<file path="config.mk">
export PLATFORM = sky130hd
export DESIGN_NAME = rx_msg_queue
export DESIGN_NICKNAME = d
export VERILOG_FILES = /design/src/rtl/rxq_pkg.sv /design/src/rtl/rxq_store.sv /design/src/rtl/rxq_ctrl.sv /design/src/rtl/rxq_regs.sv /design/src/rtl/rx_msg_queue.sv
export SDC_FILE = /design/constraint.sdc
export NUM_CORES = 1
export LEC_CHECK = 0
export ABC_AREA = 1
export BUFFER_PORTS_ARGS = -buffer_cell sky130_fd_sc_hd__buf_2
export CAP_MARGIN = 15
export CORE_MARGIN = 2
export CORE_UTILIZATION = 31
export DETAILED_ROUTE_END_ITERATION = 10
export GPL_TIMING_DRIVEN = 0
export PLACE_DENSITY_LB_ADDON = 0.12
export SETUP_SLACK_MARGIN = 0.05
export SLEW_MARGIN = 20
export SYNTH_ARGS = -nofsm -noshare
export SYNTH_HDL_FRONTEND = slang
export SYNTH_HIERARCHICAL = 1
export SYNTH_SLANG_ARGS = --single-unit
</file>
<file path="constraint.sdc">
create_clock -name clk -period 2.05 [get_ports clk]
set_input_delay 0 -clock clk [delete_from_list [all_inputs] [get_ports clk]]
set_output_delay 0 -clock clk [all_outputs]
set_load 0.02 [all_outputs]
</file>
<file path="src/rtl/rxq_pkg.sv">
`timescale 1ns/1ps
package rxq_pkg;

  // register word addresses
  localparam int ADDR_CTL   = 0;
  localparam int ADDR_IEN   = 1;
  localparam int ADDR_ID    = 2;
  localparam int ADDR_DLC   = 3;
  localparam int ADDR_DATA0 = 4;

  // control word bit positions
  localparam int CTL_CNT_LSB  = 0;
  localparam int CTL_FULL_BIT = 4;
  localparam int CTL_OVF_BIT  = 5;
  localparam int CTL_REL_BIT  = 8;

  // enable word bit positions
  localparam int IEN_FULL_BIT = 0;
  localparam int IEN_OVF_BIT  = 1;
  localparam int IEN_W        = 2;

  // circular slot index advance
  function automatic logic [31:0] ptr_step(input logic [31:0] p, input logic [31:0] depth);
    return (p + 32'd1 == depth) ? 32'd0 : p + 32'd1;
  endfunction

  // occupancy after one cycle of push/pop activity
  function automatic logic [31:0] occ_next(input logic [31:0] occ, input logic push, input logic pop);
    case ({push, pop})
      2'b10:   return occ + 32'd1;
      2'b01:   return occ - 32'd1;
      default: return occ;
    endcase
  endfunction

endpackage

</file>
<file path="src/rtl/rxq_store.sv">
`timescale 1ns/1ps
module rxq_store #(
  parameter int unsigned DEPTH  = 3,
  parameter int unsigned PTR_W  = 2,
  parameter int unsigned ID_W   = 29,
  parameter int unsigned DLC_W  = 4,
  parameter int unsigned DATA_W = 64
) (
  input  logic              clk,
  input  logic              rst_n,
  input  logic              wr_en,
  input  logic [PTR_W-1:0]  wr_ptr,
  input  logic [PTR_W-1:0]  rd_ptr,
  input  logic [ID_W-1:0]   in_id,
  input  logic [DLC_W-1:0]  in_dlc,
  input  logic [DATA_W-1:0] in_data,
  output logic [ID_W-1:0]   head_id,
  output logic [DLC_W-1:0]  head_dlc,
  output logic [DATA_W-1:0] head_data
);

  logic [ID_W-1:0]   id_q   [DEPTH];
  logic [DLC_W-1:0]  dlc_q  [DEPTH];
  logic [DATA_W-1:0] data_q [DEPTH];
  logic [DEPTH-1:0]  slot_sel;

  // one-hot slot write select
  always_comb begin
    for (int s = 0; s < DEPTH; s++) begin
      slot_sel[s] = wr_en && (wr_ptr == PTR_W'(s));
    end
  end

  always_ff @(posedge clk or negedge rst_n) begin
    if (!rst_n) begin
      for (int s = 0; s < DEPTH; s++) begin
        id_q[s]   <= '0;
        dlc_q[s]  <= '0;
        data_q[s] <= '0;
      end
    end else begin
      for (int s = 0; s < DEPTH; s++) begin
        if (slot_sel[s]) begin
          id_q[s]   <= in_id;
          dlc_q[s]  <= in_dlc;
          data_q[s] <= in_data;
        end
      end
    end
  end

  always_comb begin
    head_id   = id_q[rd_ptr];
    head_dlc  = dlc_q[rd_ptr];
    head_data = data_q[rd_ptr];
  end

endmodule

</file>
<file path="src/rtl/rxq_ctrl.sv">
`timescale 1ns/1ps
module rxq_ctrl #(
  parameter int unsigned DEPTH = 3,
  parameter int unsigned CNT_W = 2,
  parameter int unsigned PTR_W = 2
) (
  input  logic             clk,
  input  logic             rst_n,
  input  logic             acc_vld,
  input  logic             clr_full,
  input  logic             clr_ovf,
  input  logic             set_rel,
  output logic [CNT_W-1:0] occ,
  output logic [PTR_W-1:0] wr_ptr,
  output logic [PTR_W-1:0] rd_ptr,
  output logic             full_flag,
  output logic             ovf_flag,
  output logic             rel_pend,
  output logic             push,
  output logic             pop,
  output logic             drop
);
  import rxq_pkg::*;

  localparam logic [CNT_W-1:0] OCC_MAX = CNT_W'(DEPTH);
  localparam logic [CNT_W-1:0] OCC_PRE = CNT_W'(DEPTH - 1);

  logic at_max;
  logic full_set;
  logic rel_take;

  always_comb begin
    at_max   = (occ == OCC_MAX);
    pop      = rel_pend && (occ != '0);
    push     = acc_vld && (!at_max || pop);
    drop     = acc_vld && at_max && !pop;
    full_set = push && !pop && (occ == OCC_PRE);
    rel_take = set_rel && (occ != '0);
  end

  always_ff @(posedge clk or negedge rst_n) begin
    if (!rst_n) begin
      occ    <= '0;
      wr_ptr <= '0;
      rd_ptr <= '0;
    end else begin
      occ <= CNT_W'(occ_next(32'(occ), push, pop));
      if (push) wr_ptr <= PTR_W'(ptr_step(32'(wr_ptr), 32'(DEPTH)));
      if (pop)  rd_ptr <= PTR_W'(ptr_step(32'(rd_ptr), 32'(DEPTH)));
    end
  end

  always_ff @(posedge clk or negedge rst_n) begin
    if (!rst_n) begin
      rel_pend <= 1'b0;
    end else if (pop) begin
      rel_pend <= 1'b0;
    end else if (rel_take) begin
      rel_pend <= 1'b1;
    end
  end

  // hardware set takes priority over software clear
  always_ff @(posedge clk or negedge rst_n) begin
    if (!rst_n) begin
      full_flag <= 1'b0;
      ovf_flag  <= 1'b0;
    end else begin
      if (full_set)      full_flag <= 1'b1;
      else if (clr_full) full_flag <= 1'b0;
      if (drop)          ovf_flag  <= 1'b1;
      else if (clr_ovf)  ovf_flag  <= 1'b0;
    end
  end

endmodule

</file>
<file path="src/rtl/rxq_regs.sv">
`timescale 1ns/1ps
module rxq_regs #(
  parameter int unsigned ADDR_W = 3,
  parameter int unsigned REG_W  = 32,
  parameter int unsigned CNT_W  = 2,
  parameter int unsigned ID_W   = 29,
  parameter int unsigned DLC_W  = 4,
  parameter int unsigned DATA_W = 64,
  parameter int unsigned IEN_W  = 2
) (
  input  logic              clk,
  input  logic              rst_n,
  input  logic [ADDR_W-1:0] reg_addr,
  input  logic              reg_wr,
  input  logic [REG_W-1:0]  reg_wdata,
  input  logic [CNT_W-1:0]  occ,
  input  logic              full_flag,
  input  logic              ovf_flag,
  input  logic              rel_pend,
  input  logic [ID_W-1:0]   head_id,
  input  logic [DLC_W-1:0]  head_dlc,
  input  logic [DATA_W-1:0] head_data,
  output logic              clr_full,
  output logic              clr_ovf,
  output logic              set_rel,
  output logic [IEN_W-1:0]  ien,
  output logic [REG_W-1:0]  reg_rdata,
  output logic              irq
);
  import rxq_pkg::*;

  localparam int unsigned DATA_WORDS = DATA_W / REG_W;

  logic ctl_wr;
  logic ien_wr;
  logic has_head;
  logic unused_wdata;

  assign unused_wdata = ^reg_wdata;

  always_comb begin
    ctl_wr   = reg_wr && (reg_addr == ADDR_W'(ADDR_CTL));
    ien_wr   = reg_wr && (reg_addr == ADDR_W'(ADDR_IEN));
    clr_full = ctl_wr && reg_wdata[CTL_FULL_BIT];
    clr_ovf  = ctl_wr && reg_wdata[CTL_OVF_BIT];
    set_rel  = ctl_wr && reg_wdata[CTL_REL_BIT];
    has_head = (occ != '0);
  end

  always_ff @(posedge clk or negedge rst_n) begin
    if (!rst_n) begin
      ien <= '0;
    end else if (ien_wr) begin
      ien <= reg_wdata[IEN_W-1:0];
    end
  end

  always_comb begin
    reg_rdata = '0;
    if (reg_addr == ADDR_W'(ADDR_CTL)) begin
      reg_rdata[CTL_CNT_LSB +: CNT_W] = occ;
      reg_rdata[CTL_FULL_BIT]          = full_flag;
      reg_rdata[CTL_OVF_BIT]           = ovf_flag;
      reg_rdata[CTL_REL_BIT]           = rel_pend;
    end else if (reg_addr == ADDR_W'(ADDR_IEN)) begin
      reg_rdata[IEN_W-1:0] = ien;
    end else if (reg_addr == ADDR_W'(ADDR_ID)) begin
      if (has_head) reg_rdata[ID_W-1:0] = head_id;
    end else if (reg_addr == ADDR_W'(ADDR_DLC)) begin
      if (has_head) reg_rdata[DLC_W-1:0] = head_dlc;
    end
    for (int w = 0; w < DATA_WORDS; w++) begin
      if (has_head && reg_addr == ADDR_W'(ADDR_DATA0 + w)) begin
        reg_rdata = head_data[w*REG_W +: REG_W];
      end
    end
  end

  assign irq = (full_flag && ien[IEN_FULL_BIT]) || (ovf_flag && ien[IEN_OVF_BIT]);

endmodule

</file>
<file path="src/rtl/rx_msg_queue.sv">
`timescale 1ns/1ps
module rx_msg_queue #(
  parameter int unsigned DEPTH      = 3,
  parameter int unsigned ID_W       = 29,
  parameter int unsigned DLC_W      = 4,
  parameter int unsigned DATA_BYTES = 8,
  parameter int unsigned ADDR_W     = 3,
  parameter int unsigned REG_W      = 32
) (
  input  logic                    clk,
  input  logic                    rst_n,
  input  logic                    acc_vld,
  input  logic [ID_W-1:0]         acc_id,
  input  logic [DLC_W-1:0]        acc_dlc,
  input  logic [DATA_BYTES*8-1:0] acc_data,
  input  logic [ADDR_W-1:0]       reg_addr,
  input  logic                    reg_wr,
  input  logic [REG_W-1:0]        reg_wdata,
  output logic [REG_W-1:0]        reg_rdata,
  output logic                    irq
);
  import rxq_pkg::*;

  localparam int unsigned DATA_W = DATA_BYTES * 8;
  localparam int unsigned CNT_W  = $clog2(DEPTH + 1);
  localparam int unsigned PTR_W  = (DEPTH > 1) ? $clog2(DEPTH) : 1;

  // internal events brought out for the checker
  logic [CNT_W-1:0]  occ;
  logic [PTR_W-1:0]  wr_ptr;
  logic [PTR_W-1:0]  rd_ptr;
  logic              full_flag;
  logic              ovf_flag;
  logic              rel_pend;
  logic              push;
  logic              pop;
  logic              drop;
  logic              clr_full;
  logic              clr_ovf;
  logic              set_rel;
  logic [IEN_W-1:0]  ien;
  logic [ID_W-1:0]   head_id;
  logic [DLC_W-1:0]  head_dlc;
  logic [DATA_W-1:0] head_data;

  rxq_ctrl #(
    .DEPTH (DEPTH),
    .CNT_W (CNT_W),
    .PTR_W (PTR_W)
  ) u_ctrl (
    .clk       (clk),
    .rst_n     (rst_n),
    .acc_vld   (acc_vld),
    .clr_full  (clr_full),
    .clr_ovf   (clr_ovf),
    .set_rel   (set_rel),
    .occ       (occ),
    .wr_ptr    (wr_ptr),
    .rd_ptr    (rd_ptr),
    .full_flag (full_flag),
    .ovf_flag  (ovf_flag),
    .rel_pend  (rel_pend),
    .push      (push),
    .pop       (pop),
    .drop      (drop)
  );

  rxq_store #(
    .DEPTH  (DEPTH),
    .PTR_W  (PTR_W),
    .ID_W   (ID_W),
    .DLC_W  (DLC_W),
    .DATA_W (DATA_W)
  ) u_store (
    .clk       (clk),
    .rst_n     (rst_n),
    .wr_en     (push),
    .wr_ptr    (wr_ptr),
    .rd_ptr    (rd_ptr),
    .in_id     (acc_id),
    .in_dlc    (acc_dlc),
    .in_data   (acc_data),
    .head_id   (head_id),
    .head_dlc  (head_dlc),
    .head_data (head_data)
  );

  rxq_regs #(
    .ADDR_W (ADDR_W),
    .REG_W  (REG_W),
    .CNT_W  (CNT_W),
    .ID_W   (ID_W),
    .DLC_W  (DLC_W),
    .DATA_W (DATA_W),
    .IEN_W  (IEN_W)
  ) u_regs (
    .clk       (clk),
    .rst_n     (rst_n),
    .reg_addr  (reg_addr),
    .reg_wr    (reg_wr),
    .reg_wdata (reg_wdata),
    .occ       (occ),
    .full_flag (full_flag),
    .ovf_flag  (ovf_flag),
    .rel_pend  (rel_pend),
    .head_id   (head_id),
    .head_dlc  (head_dlc),
    .head_data (head_data),
    .clr_full  (clr_full),
    .clr_ovf   (clr_ovf),
    .set_rel   (set_rel),
    .ien       (ien),
    .reg_rdata (reg_rdata),
    .irq       (irq)
  );

endmodule

</file>
# Yosys cells after proc, flatten, opt, wreduce, memory -nomap -nowiden
# Cells that the tools add are included.
# word_totals
regBits	302
inputBits	136
output_inout_bits	33
wordCells	98
# op_classes
add_sub_neg	4
magnitude_cmp	1
eq_ne	13
mux	33
n_bitwise	1
reduce_logical	30
# op_table
operator	n
64-bit binary-select mux with 2-bit select	1
64-bit two-way mux	2
29-bit two-way mux	3
32-bit two-way mux	2
29-bit binary-select mux with 2-bit select	1
27-bit two-way mux	1
25-bit two-way mux	1
20-bit two-way mux	1
4-bit two-way mux	5
1-bit logical AND	19
2-bit two-way mux	7
3-bit by 2-bit equality test with 1-bit output, second input constant	4
2-bit nonzero test	5
4-bit binary-select mux with 2-bit select	1
2-bit equality test, second input constant	4
1-bit two-way mux	7
2-bit by 1-bit adder with 3-bit output, second input constant	2
3-bit equality test, second input constant	2
2-bit by 1-bit equality test with 1-bit output, second input constant	2
2-bit case mux with 2 select lines	1
3-bit by 1-bit equality test with 1-bit output, second input constant	1
3-bit >= comparator, second input constant	1
3-bit zero test	1
2-bit inverter with 3-bit output	1
other kinds (5)	7

# Longest topological paths before layout
# logic_depth
ltp_word	11
depth_mapped	12
mapped_depth_nobuf	10

# Modules after synthesis
# The synthesis kept the hierarchy.
# by_module_without_submodules
module	n_inst	cells_per_inst	area_each_um2	seq_area_each_um2
rxq_store	1	2008	14605.3	7282.0
rxq_regs	1	201	975.9	50.0
rxq_ctrl	1	55	470.5	225.2

# Worst setup path after synthesis
# Ideal clock, no wire load.
# synth_timing
path_type	flip-flop to flip-flop
startpoint	reg u_ctrl.occ[0]
endpoint	reg u_store/id_q[10] (netlist name)
setup_ps	66
t_arrival_ps	1510
required_ps	1984
path_slack_ps	474
stages_incl_launch_ff	9
n_path_buf	3
synth_period_minus_slack_ps	1576
path_cell_list	dfrtp_1 > nand3_2 > nand2_4 > inv_1 > buf_2 > buf_2 > clkbuf_1 > nand4_1 > nand2_1
# synth_between
elab_chain_len	5
elab_cells_between_ends	7
classes_between	1 x eq/ne; 6 x reduce/logical
# synth_rtl
item	line	source
start, declared	rxq_ctrl.sv:13	output logic [CNT_W-1:0] occ,
start signal, assigned	rxq_ctrl.sv:47	occ <= CNT_W'(occ_next(32'(occ), push, pop));
2-bit equality test or 2-bit nonzero test (tied branches)	rxq_ctrl.sv:33, rxq_ctrl.sv:34	
1-bit zero test or 1-bit logical AND (tied branches)	rxq_ctrl.sv:35, rxq_ctrl.sv:34	
1-bit logical OR *	rxq_ctrl.sv:35	push = acc_vld && (!at_max || pop);
1-bit logical AND *	rxq_ctrl.sv:35	
net push	rx_msg_queue.sv:35	logic push;
1-bit logical AND *	rxq_store.sv:30	slot_sel[s] = wr_en && (wr_ptr == PTR_W'(s));
end signal, assigned by index	rxq_store.sv:44	id_q[s] <= in_id;
end, declared	rxq_store.sv:22	logic [ID_W-1:0] id_q [DEPTH];
# Mark *: on every way through the listed nets, which the timed path passes. The rest lies on a longest branch.
# A chain may end at the register's enable or synchronous reset.

# Worst setup path in the final report
# layout_timing
startpoint	reg u_ctrl.rd_ptr[0]
endpoint	out reg_rdata[1]
# layout_between
elab_cells_between_ends	18
classes_between	17 x mux; 1 x bitwise
# layout_rtl
item	line	source
start, declared	rxq_ctrl.sv:15	output logic [PTR_W-1:0] rd_ptr,
start signal, assigned	rxq_ctrl.sv:49	if (pop) rd_ptr <= PTR_W'(ptr_step(32'(rd_ptr), 32'(DEPTH)));
2-bit inverter with 3-bit output (implied by the code)	rxq_store.sv:55	head_data = data_q[rd_ptr];
64-bit binary-select mux with 2-bit select	rxq_store.sv:55	
64-bit two-way mux (implied by the code) (2 in a row)	rxq_store.sv:55	
net head_data[33]	rx_msg_queue.sv:44	logic [DATA_W-1:0] head_data;
32-bit two-way mux	rxq_regs.sv:73	if (has_head && reg_addr == ADDR_W'(ADDR_DATA0 + w)) begin
end, declared	rx_msg_queue.sv:19	output logic [REG_W-1:0] reg_rdata,
# The timed path passes the listed nets, and every way through them passes these cells. The select of a mux whose other input is x is not followed.

==> metrics.cfg <==
[run_status]
status = complete, but fails checks
violations = setup timing

[layout]
layoutNonFillerInstCount = 3301
num-fill-cells = 5272
multi_input_area_um2 = 8033
ff_latch_area_um2 = 7562
antenna_cells = 0
nets = 2729
drive_gt1_share_pct = 23.04
syn2layout_area_growth_pct = 39.45

[clock_tree]
clock_sinks = 302
cts_tree = built
cts_buffer_depth = 3
clock_latency_ns = 0.55
cts.clk_slew.worst_paths_ns = 0.06
h-tree-depth = 2
numCtsBuffers = 39
root_buffer = clkbuf_16

[timing]
slew-limit-headroom_pct = 59.91
min_period_ns = 2.410
maxSlewViolCount = 0
rsz0062_at_grt = true
max_freq_mhz = 414.9
finalCritPeriodShare_pct = 117.6
setup_slack_ns = -0.3603
fin_skew_ns = 0.01538
fin_setup_tns_ns = -8.181
tightest_slew_ns = 0.6013
finalHoldViolCount = 0
final-setup-viol-count = 32

[power]
leakage_nw = 12.00
ir_drop_uv = 615.4
intPower_mw = 19.46
p_seq_share_pct = 29.0
combPwrFrac_pct = 51.6
power_mw = 35.72
cellPowerDensity_nw_per_um2 = 1596
p_sw_share_pct = 45.53
p_sw_mw = 16.27
p_clk_share_pct = 19.5

[logic_synthesis]
syn-cell-area_um2 = 16050
postSynthNetCount = 2401
synthCells = 2263
syn_avg_cell_area_um2 = 7.091
yosysWarnings = 6

[setup_path]
crit_path_end_kind = primary output
crit_start = u_ctrl/rd_ptr[0]$_DFFE_PN0N_
crit_type = reg -> out
crit_path_start_kind = register
cp.required_ns = 2.05
rr_startpoint = u_ctrl/wr_ptr[0]$_DFFE_PN0P_
worstPathMaxFanout = 8
rr_endpoint = u_store/data_q[190]$_DFFE_PN0P_
reg2reg_slack_ns = 0.15
rr_worst_depth = 7
arrival_ns = 2.41

[floorplanning]
rows = 83
fp.dieH_um = 231.5
pin_count = 169
start_util_pct = 31.34
die_w_um = 231.5
die_area_um2 = 53600
design.core.area_um2 = 51200

[place]
dp_hpwl_um = 43200
place_inst = 3087
gp_congestion = 0.8564
port_buffers = 141

[global_route]
grt_overflow = 0
grt_pass1_wl_um = 93650
grt_pass1_vias = 15636
grt_use_total_pct = 22.97
antenna_found_initial = 2
grt_max_degree = 90

[flow_run]
maxCapViolations = 0

[detailed_routing]
num_vias = 16128
dr.pass1.iters = 5
post_drt_wl_per_cell_um = 18.78
first_iter_violations = 1319
routed_wl_um = 62000
avgViaCountPerCell = 4.886
ant_nets = 0
remaining_drc_errors = 0

[worst_hold_path]
min_path_type = in -> async

-- stage by stage --
step / utilization [%] / instance area, um2 / hold slack, ns / setup WS (ns)
after floorplan: - / 16050 / -0.2956 / 0.4864
final: 43.71 / 22380 / 0.001087 / -0.3603
after detailed placement: 34.57 / 17700 / -0.007772 / -0.3965
after global routing: 43.71 / 22380 / 0.04134 / -0.4097
after global placement: 34.39 / 17600 / 0.2556 / -5.355
after CTS: 41.59 / 21290 / 0.01468 / -0.3154
-- state kept, by name, summed over array words and instances (netlist names) --
| name | cells |
|---|---|
| u_ctrl/ovf_flag | 1 |
| u_ctrl/wr_ptr | 2 |
| u_ctrl/rd_ptr | 2 |
| u_store/dlc_q | 12 |
| u_ctrl/rel_pend | 1 |
| u_ctrl/occ | 2 |
| u_store/id_q | 87 |
| u_regs/ien | 2 |
| u_store/data_q | 192 |
| u_ctrl/full_flag | 1 |
-- cell usage in the layout (no fill, tap or decap), types with 35 or more instances in the layout --
| master | count |
|---|---|
| buf_6 | 51 |
| nand3_2 | 44 |
| nand3_4 | 37 |
| nand2_2 | 85 |
| nand4_1 | 198 |
| dfrtp_1 | 298 |
| buf_2 | 151 |
| clkbuf_1 | 35 |
| nand3_1 | 210 |
| clkbuf_16 | 49 |
| dlygate4sd3_1 | 110 |
| nand2_4 | 36 |
| inv_1 | 213 |
| nand2_1 | 925 |
-- power by group through the flow --
stage / Clock (mW) / Sequential, mW / Combinational (mW)
6_report: 6.95 / 10.4 / 18.4
3_5_place_dp: 0 / 10.2 / 14.7
4_1_cts: 7.11 / 10.2 / 16.8
3_3_place_gp: 0 / 10.2 / 14.5
2_1_floorplan: 0 / 9.90 / 9.72
5_1_grt: 7.37 / 10.7 / 20.3
-- how the worst max path moves through the flow --
stage	cells past startpoint	endpoint
4_1_cts	13	reg_rdata[1]
3_3_place_gp	1	u_store/data_q[159]$_DFFE_PN0P_
2_1_floorplan	8	u_store/id_q[10]$_DFFE_PN0P_
5_1_grt	13	reg_rdata[1]
6_report	10	reg_rdata[1]
3_5_place_dp	8	reg_rdata[1]
-- layer usage --
| metal | vias up | share of wire (%) | global-route usage (%) |
|---|---|---|---|
| met4 | 4 | 3.1 | 7.843 |
| met5 | - | 0.034 | 0 |
| met3 | 102 | 5.3 | 3.543 |
| met2 | 412 | 47 | 36.93 |
| met1 | 7759 | 45 | 31.41 |
| li1 | 7851 | - | - |
-- layout make-up --
type / instances / share of cell area, %
Buffer: 169 / 5.406
Inverter: 223 / 3.819
Sequential cell: 302 / 33.79
Tap cell: 680 / 3.802
Clock buffer: 58 / 5.362
Multi-Input combinational cell: 1569 / 35.89
Timing Repair Buffer: 287 / 11.50
Clock inverter: 13 / 0.4249
-- critical path, stage by stage, from the launching register on --
cell and delay, ns:
dfrtp_2 0.46, buf_12 0.17, nor2_4 0.19, buf_6 0.13, buf_12 0.14, buf_8 0.13
nand2_1 0.06, nand2_2 0.11, nand3_4 0.12, nand4_1 0.18, buf_6 0.14
-- repair_timing --
| action | 4_1_cts | 5_1_grt |
|---|---|---|
| pin swaps | 39 | 78 |
| gates cloned | 2 | 5 |
| hold buffers | 110 | 0 |
| setup endpoints to repair | 254 | 321 |
| buffers inserted | 16 | 12 |
| endpoints found under the hold margin | 512 | 0 |
| gates resized for setup | 296 | 248 |
No activity file was read; power rests on OpenSTA's default activity.
